<file path="src/rtl/kp_ar_pkg.sv">
package kp_ar_pkg;

  typedef enum logic [1:0] {
    AR_IDLE   = 2'd0,
    AR_DELAY  = 2'd1,
    AR_REPEAT = 2'd2
  } ar_phase_e;

endpackage

</file>
<file path="src/rtl/kp_ar_rst_sync.sv">
module kp_ar_rst_sync #(
  parameter int STAGES = 2
) (
  input  logic clk,
  input  logic rst_n,
  output logic rst_sync_n
);

  logic [STAGES-1:0] sync_q;

  always_ff @(posedge clk or negedge rst_n) begin
    if (!rst_n) sync_q <= '0;
    else        sync_q <= {sync_q[STAGES-2:0], 1'b1};
  end

  assign rst_sync_n = sync_q[STAGES-1];

endmodule

</file>
<file path="src/rtl/kp_ar_len_decode.sv">
module kp_ar_len_decode #(
  parameter int DLY_W     = 4,
  parameter int RATE_W    = 3,
  parameter int DLY_UNIT  = 8,
  parameter int RATE_UNIT = 4,
  parameter int CNT_W     = 8,
  localparam int CFG_W    = DLY_W + RATE_W + 1
) (
  input  logic [CFG_W-1:0] cfg_i,
  input  logic             sel_rate_i,
  output logic             en_o,
  output logic [CNT_W-1:0] limit_o
);

  logic [DLY_W-1:0]  dly_f;
  logic [RATE_W-1:0] rate_f;
  logic [CNT_W-1:0]  dly_len;
  logic [CNT_W-1:0]  rate_len;

  assign dly_f  = cfg_i[DLY_W-1:0];
  assign rate_f = cfg_i[DLY_W +: RATE_W];
  assign en_o   = cfg_i[CFG_W-1];

  always_comb begin
    dly_len  = CNT_W'((32'(dly_f) + 32'd1) * DLY_UNIT);
    rate_len = CNT_W'((32'(rate_f) + 32'd1) * RATE_UNIT);
    limit_o  = sel_rate_i ? rate_len : dly_len;
  end

endmodule

</file>
<file path="src/rtl/kp_ar_tick_counter.sv">
module kp_ar_tick_counter #(
  parameter int CNT_W = 8
) (
  input  logic             clk,
  input  logic             rst_n,
  input  logic             clr_i,
  input  logic             tick_i,
  input  logic [CNT_W-1:0] limit_i,
  output logic             hit_o
);

  logic [CNT_W-1:0] cnt_q;
  logic [CNT_W-1:0] cnt_nxt;
  logic             cnt_en;
  logic [CNT_W:0]   cnt_inc;

  assign cnt_inc = {1'b0, cnt_q} + 1'b1;
  assign hit_o   = !clr_i && tick_i && (cnt_inc >= {1'b0, limit_i});
  assign cnt_en  = clr_i || tick_i;

  always_comb begin
    if (clr_i || hit_o) cnt_nxt = '0;
    else                cnt_nxt = cnt_inc[CNT_W-1:0];
  end

  always_ff @(posedge clk or negedge rst_n) begin
    if (!rst_n)      cnt_q <= '0;
    else if (cnt_en) cnt_q <= cnt_nxt;
  end

endmodule

</file>
<file path="src/rtl/kp_ar_seq_ctrl.sv">
module kp_ar_seq_ctrl
  import kp_ar_pkg::*;
(
  input  logic clk,
  input  logic rst_n,
  input  logic en_i,
  input  logic held_i,
  input  logic evt_i,
  input  logic hit_i,
  output logic clr_o,
  output logic sel_rate_o,
  output logic push_o
);

  ar_phase_e phase_q, phase_nxt;
  logic      push_q, push_nxt;
  logic      active;

  assign active     = en_i && held_i;
  assign clr_o      = !active || evt_i || (phase_q == AR_IDLE);
  assign sel_rate_o = (phase_q == AR_REPEAT);

  always_comb begin
    phase_nxt = phase_q;
    push_nxt  = 1'b0;
    if (!active) begin
      phase_nxt = AR_IDLE;
    end else if (evt_i) begin
      phase_nxt = AR_DELAY;
    end else if (hit_i) begin
      phase_nxt = AR_REPEAT;
      push_nxt  = 1'b1;
    end
  end

  always_ff @(posedge clk or negedge rst_n) begin
    if (!rst_n) begin
      phase_q <= AR_IDLE;
      push_q  <= 1'b0;
    end else begin
      phase_q <= phase_nxt;
      push_q  <= push_nxt;
    end
  end

  assign push_o = push_q;

endmodule

</file>
<file path="src/rtl/kp_autorepeat.sv">
module kp_autorepeat #(
  parameter int         DLY_W     = 4,
  parameter int         RATE_W    = 3,
  parameter int         DLY_UNIT  = 8,
  parameter int         RATE_UNIT = 4,
  parameter int         CODE_W    = 8,
  parameter logic [7:0] REP_CODE  = 8'h7E,
  localparam int CFG_W   = DLY_W + RATE_W + 1,
  localparam int DLY_MAX = DLY_UNIT * (1 << DLY_W),
  localparam int RAT_MAX = RATE_UNIT * (1 << RATE_W),
  localparam int LEN_MAX = (DLY_MAX > RAT_MAX) ? DLY_MAX : RAT_MAX,
  localparam int CNT_W   = $clog2(LEN_MAX + 1)
) (
  input  logic              clk,
  input  logic              rst_n,
  input  logic              tick_i,
  input  logic              evt_i,
  input  logic              held_i,
  input  logic [CFG_W-1:0]  cfg_i,
  output logic              push_o,
  output logic [CODE_W-1:0] code_o
);

  logic             rst_sync_n;
  logic             en;
  logic             clr;
  logic             sel_rate;
  logic             hit;
  logic [CNT_W-1:0] limit;

  kp_ar_rst_sync #(.STAGES(2)) u_rst (
    .clk        (clk),
    .rst_n      (rst_n),
    .rst_sync_n (rst_sync_n)
  );

  kp_ar_len_decode #(
    .DLY_W(DLY_W), .RATE_W(RATE_W), .DLY_UNIT(DLY_UNIT),
    .RATE_UNIT(RATE_UNIT), .CNT_W(CNT_W)
  ) u_dec (
    .cfg_i      (cfg_i),
    .sel_rate_i (sel_rate),
    .en_o       (en),
    .limit_o    (limit)
  );

  kp_ar_tick_counter #(.CNT_W(CNT_W)) u_cnt (
    .clk     (clk),
    .rst_n   (rst_sync_n),
    .clr_i   (clr),
    .tick_i  (tick_i),
    .limit_i (limit),
    .hit_o   (hit)
  );

  kp_ar_seq_ctrl u_seq (
    .clk        (clk),
    .rst_n      (rst_sync_n),
    .en_i       (en),
    .held_i     (held_i),
    .evt_i      (evt_i),
    .hit_i      (hit),
    .clr_o      (clr),
    .sel_rate_o (sel_rate),
    .push_o     (push_o)
  );

  assign code_o = push_o ? CODE_W'(REP_CODE) : '0;

endmodule

</file>
<file path="config.mk">
export PLATFORM = sky130hd
export DESIGN_NAME = kp_autorepeat
export DESIGN_NICKNAME = d
export VERILOG_FILES = /design/src/rtl/kp_ar_pkg.sv /design/src/rtl/kp_ar_rst_sync.sv /design/src/rtl/kp_ar_len_decode.sv /design/src/rtl/kp_ar_tick_counter.sv /design/src/rtl/kp_ar_seq_ctrl.sv /design/src/rtl/kp_autorepeat.sv
export SDC_FILE = /design/constraint.sdc
export NUM_CORES = 1
export LEC_CHECK = 0
export ABC_CLOCK_PERIOD_IN_PS = 1900
export CAP_MARGIN = 0
export CORE_MARGIN = 5
export CORE_UTILIZATION = 54
export DETAILED_ROUTE_END_ITERATION = 10
export PLACE_DENSITY = 0.84
export SYNTH_ARGS = -nofsm -noshare
export SYNTH_HDL_FRONTEND = slang
export SYNTH_SLANG_ARGS = --single-unit
</file>
<file path="constraint.sdc">
create_clock -name clk -period 1.9 [get_ports clk]
set_input_delay 0.285 -clock clk [delete_from_list [all_inputs] [get_ports clk]]
set_output_delay 0.285 -clock clk [all_outputs]
set_load 0.01 [all_outputs]
</file>
**Yosys cells after proc, flatten, opt, wreduce, memory -nomap -nowiden**

Index checks and enable logic that the tools add are counted.

- Bits in registers: 13
- Input bits: 13
- Output and inout bits: 9

- Add/subtract/negate cells: 3
- $lt $le $gt $ge: 1
- Eq/ne operators: 2
- Muxes and demuxes: 9
- Reductions and logical operators: 10

Operator list:

| operator | number |
|---|---|
| two-way mux 8 bit | 2 |
| adder 8 x 1 -> 9 bit (second input constant) | 1 |
| >= comparator 9 x 8 -> 1 bit | 1 |
| two-way mux 7 bit | 1 |
| two-way mux 2 bit | 3 |
| adder 4 x 1 -> 5 bit (second input constant) | 1 |
| adder 3 x 1 -> 4 bit (second input constant) | 1 |
| logical OR 1 bit | 4 |
| logical AND 1 bit | 3 |
| two-way mux 1 bit | 3 |
| != test 3 bit (second input constant) | 1 |
| == test 2 bit (second input constant) | 1 |
| zero test 1 bit | 2 |
| zero test 2 bit | 1 |

**Depth between registers and ports, before layout**

- Word-level depth: 10
- Depth in mapped cells: 10
- Gate-level depth less buffers: 10

**Cells and area by module**

Synthesis repeated with hierarchy kept, for this count alone.

- Cells, all modules: 125
- Area, all modules: 1112.3 um2

Modules (own cells, without submodules):

| module | times used | cells an instance | area an instance (um2) |
|---|---|---|---|
| kp_ar_tick_counter | 1 | 82 | 713.2 |
| kp_ar_len_decode | 1 | 21 | 156.4 |
| kp_ar_seq_ctrl | 1 | 10 | 125.1 |
| kp_autorepeat | 1 | 9 | 63.8 |
| kp_ar_rst_sync | 1 | 3 | 53.8 |

**Worst setup path before layout**

No wires, ideal clock.

- Kind: register -> register
- Start: register u_cnt.cnt_q[2]
- End: register u_cnt.cnt_q[5]
- Arrival: 2.486 ns
- Required time: 1.799 ns
- Setup slack: -0.687 ns
- Cell stages (with the launch flop): 10
- Path buffers: 0
- Clock period less this slack: 2.587 ns
- Path through: dfrtp_1 nand3_2 or3_1 xor2_1 inv_1 ha_1 and3_4 a221oi_4 nand3_4 o32ai_1

- Cells in the longest elaborated chain, start to end: 5

Ends and longest elaborated chain:

| what | line | RTL |
|---|---|---|
| from (decl) | kp_ar_tick_counter.sv:12 | `logic [CNT_W-1:0] cnt_q;` |
| from (signal assigned) | kp_ar_tick_counter.sv:28 | `else if (cnt_en) cnt_q <= cnt_nxt;` |
| adder 8 x 1 -> 9 bit * | kp_ar_tick_counter.sv:17 | `assign cnt_inc = {1'b0, cnt_q} + 1'b1;` |
| >= comparator 9 x 8 -> 1 bit | kp_ar_tick_counter.sv:18 | `assign hit_o = !clr_i && tick_i && (cnt_inc >= {1'b0, limit_i});` |
| logical AND 1 bit | kp_ar_tick_counter.sv:18 |  |
| logical OR 1 bit | kp_ar_tick_counter.sv:22 | `if (clr_i \|\| hit_o) cnt_nxt = '0;` |
| two-way mux 8 bit * | kp_ar_tick_counter.sv:22 |  |

Every way passes the cells marked *; elsewhere a longest branch is shown, timed or not.
A chain may end at the register's enable or synchronous reset.

**Final worst setup path**

- Start: register u_cnt.cnt_q[0]
- End: register u_cnt.cnt_q[4]

Same word-level chain as after synthesis.

==> metrics.txt <==
post-synthesis simple-gate area fraction=a little over a quarter; final worst path period need=about 2600 ps; drt pass-1 iters=4; H-tree depth=1; failing checks=negative setup slack; Die Y=54.3 µm; run status=finished with violations; CP Launch Type=register; Max Slew Vio Count=0; GR Util All Layers=about a quarter; Final Hold Viols=0; kind of critical path=register to register; Num Clock Sinks=13; CTS tree=yes; Compound-Gate Fraction of Synth Area=15.9%; 1st-iter DRT viols=33; hold_buf cts=0; crit end category=register; Core Region=between 1500 and 2000 µm²; io pins=22; layout net count=187; CP Data Required Time=around 2100 ps; Placer Congestion=roughly 0.83; peak fanout along the critical path=6; clk_lat worst skew=290 ps; Final Setup Violations=11; post-route setup slack=-710 ps; Crit path top cell by count=nand3_2; ANT cells=0; initial core utilization=55.2%; WL per Instance=about 22 µm; Mean Syn Cell Area=between 9 and 10 µm²; XOR/XNOR share of the synthesized area=7.43%; Syn Inst Count=approximately 120; remaining routing DRC violations=0; die area=2950 µm²; Area Overhead vs Synth=63.9%; final antenna-violating net count=0; Clock Tree Root=clkbuf_4; Worst Skew=1.05 ps; Synth Area in Adders=10.6%; final core utilization=90.5%; mux contribution to synthesized area=0%; pwr dens=roughly 330 nW/µm²; total grt overflow=0; fraction of layout cells with a size suffix above 1=42.7%; Leakage=between 0.0007 and 0.0008 µW; largest family of logic cells by synthesized area=simple AND/OR/NAND/NOR gates; max_cap viols=0; CP max stage cell=dfrtp_1; Post-Route WL=4250 µm; die width=54.3 µm; vias in the first global route=approximately 1200; sequential element share of the synthesized area=30.7%; Netlist cell types=39; first-pass GRT wire length=5030 µm; CP cell instances=nand3_2 -> or2_4 -> xor2_2 -> inv_1 -> ha_1 -> and3_4 -> a221oi_4 -> buf_6 -> nand3_2 -> a31oi_1; Clk pin slew, worst setup/hold paths=90 ps; critical path arrival=2800 ps; Crit path largest cell delay=roughly 460 ps; yosys warns=0; largest net degree at the start of global routing=13; vias=1163; post-synthesis cell area=1060 µm²; RSZ-0062 raised after global routing=yes; Port Buf Inserts=19; Via density=roughly 6.1; clock tree buffer depth=2; worst vdd ir=0.706 mV; FF+latch count, synth=13; CTS Buf Count=3; hpwl dp=roughly 2200 µm; fin crit share=137%; Fmax=approximately 380 MHz; std cell rows=16; WHS=142 ps; HP Class=input port to asynchronous set/reset pin; antenna violations before repair=0
-- cell type report --
class,instances,area (µm²)
fillers,79,183
clock inverters,1,5.00
inverters,5,18.8
well taps,27,33.8
repair buffers,55,475
clock buffers,3,22.5
multi-input cells,87,857
flip-flops and latches,13,327
-- metal layers --
layer | track usage [%] | up-vias | part of all wire, %
li1 | - | 500 | -
met1 | 23.1 | 565 | 37
met2 | 46.8 | 74 | 50
met3 | 3.54 | 24 | 6.3
met4 | 22.0 | 0 | 6.6
met5 | 0 | - | 0
-- placed cells by master, fill, tap and decap left out, drive strengths merged, types with 2 or more instances in the layout --
cell type,count
a21oi,2
nor3b,2
nor2,5
clkdlybuf4s50,19
clkbuf,3
o21ai,2
nand4b,2
buf,36
nand2,9
nand4,3
nand2b,7
dfrtp,13
ha,9
or3,2
xor2,3
a21o,2
inv,5
nand3,9
a31oi,4
conb,3
o32ai,4
and3,2
xnor2,6
-- synthesized netlist by cell type (all sizes together) --
| library cell | n | share of area (%) |
|---|---|---|
| a221oi | 1 | 2.5 |
| nor2 | 5 | 1.8 |
| nor3b | 2 | 1.4 |
| conb | 2 | 0.71 |
| xor2 | 3 | 2.5 |
| o21ai | 2 | 0.94 |
| a22o | 1 | 0.83 |
| nor2b | 1 | 0.59 |
| buf | 8 | 5.7 |
| o22ai | 1 | 0.59 |
| a21oi | 2 | 0.94 |
| and3b | 1 | 0.83 |
| a31oi | 4 | 2.4 |
| clkbuf | 3 | 1.2 |
| inv | 5 | 1.8 |
| nand2 | 9 | 3.2 |
| a21bo | 1 | 0.94 |
| a21o | 2 | 1.4 |
| nand4b | 2 | 1.7 |
| or3 | 2 | 1.2 |
| xnor2 | 6 | 5.0 |
| nand2b | 7 | 4.1 |
| or2b | 1 | 0.71 |
| nand3 | 9 | 5.9 |
| o211ai | 1 | 0.71 |
| nand4 | 3 | 1.8 |
| nand3b | 1 | 0.71 |
| o32ai | 4 | 4.0 |
| or2 | 1 | 0.59 |
| dfrtp | 13 | 31 |
| ha | 9 | 11 |
| and3 | 2 | 1.7 |
| o21a | 1 | 0.71 |
-- cell families (layout without fill, tap and decap cells) --
kind of cell / Yosys count / in the layout
AOI/OAI and AO/OA: 20 / 20
xor gates and xnor gates: 9 / 9
adders and majority gates: 9 / 9
buffers and inverters: 16 / 64
DFF: 13 / 13
other: 2 / 3
and+or+nand+nor: 46 / 46
-- report_power, final --
group	internal (µW)	leakage, µW	switching [µW]
clock	78.4	0.0000177	108
combinational	58.7	0.000524	50.8
sequential	280	0.000175	5.71
total	417	0.000716	165
-- path summary, 6_finish.rpt --
kind	from	to	slack, ps	cells after the start
worst min register to register	u_rst.sync_q[1]$_DFF_PN0_	u_cnt.cnt_q[6]$_DFFE_PN0P_	190	0
worst min-delay path	rst_n	u_rst.sync_q[0]$_DFF_PN0_	140	1
worst max register to register	u_cnt.cnt_q[0]$_DFFE_PN0P_	u_cnt.cnt_q[4]$_DFFE_PN0P_	-710	10
worst max-delay path	u_cnt.cnt_q[0]$_DFFE_PN0P_	u_cnt.cnt_q[4]$_DFFE_PN0P_	-710	10
min in group clk	u_rst.sync_q[0]$_DFF_PN0_	u_rst.sync_q[1]$_DFF_PN0_	360	0
max in group asynchronous	u_rst.sync_q[1]$_DFF_PN0_	u_cnt.cnt_q[3]$_DFFE_PN0P_	1370	0
-- metrics by stage --
| stage | TNS [ps] | power, µW | instance area [µm²] | cells | setup slack, ps |
|---|---|---|---|---|---|
| 5_1_grt | -7850 | 603 | 1740 | 191 | -792 |
| 3_3_place_gp | -6630 | 376 | 1480 | 179 | -678 |
| 3_5_place_dp | -8020 | 382 | 1480 | 179 | -791 |
| 2_1_floorplan | -5030 | 333 | 1120 | 116 | -536 |
| 4_1_cts | -4890 | 562 | 1590 | 188 | -531 |
| 6_report | -6890 | 582 | 1740 | 191 | -710 |
-- registers in the layout, indices dropped and copies added (netlist names) --
| signal | count |
|---|---|
| u_cnt.cnt_q | 8 |
| u_rst.sync_q | 2 |
| u_seq.phase_q | 2 |
| u_seq.push_o | 1 |
-- timing repair --
action	in CTS	in global routing
setup endpoints to repair	11	11
pin swaps	17	11
hold endpoints to repair	0	0
buffers inserted	5	3
gates cloned	0	0
gates resized for setup	9	19
-- worst max-delay path, delay by kind of cell, from the launching register on --
family          cells  cell delay, ps
buf+inv             2             250
fa+ha+maj           1             290
simple gates        4             710
compound gates      2             620
flops               1             460
xor+xnor            1             170
(Power assumes the default switching activity.)
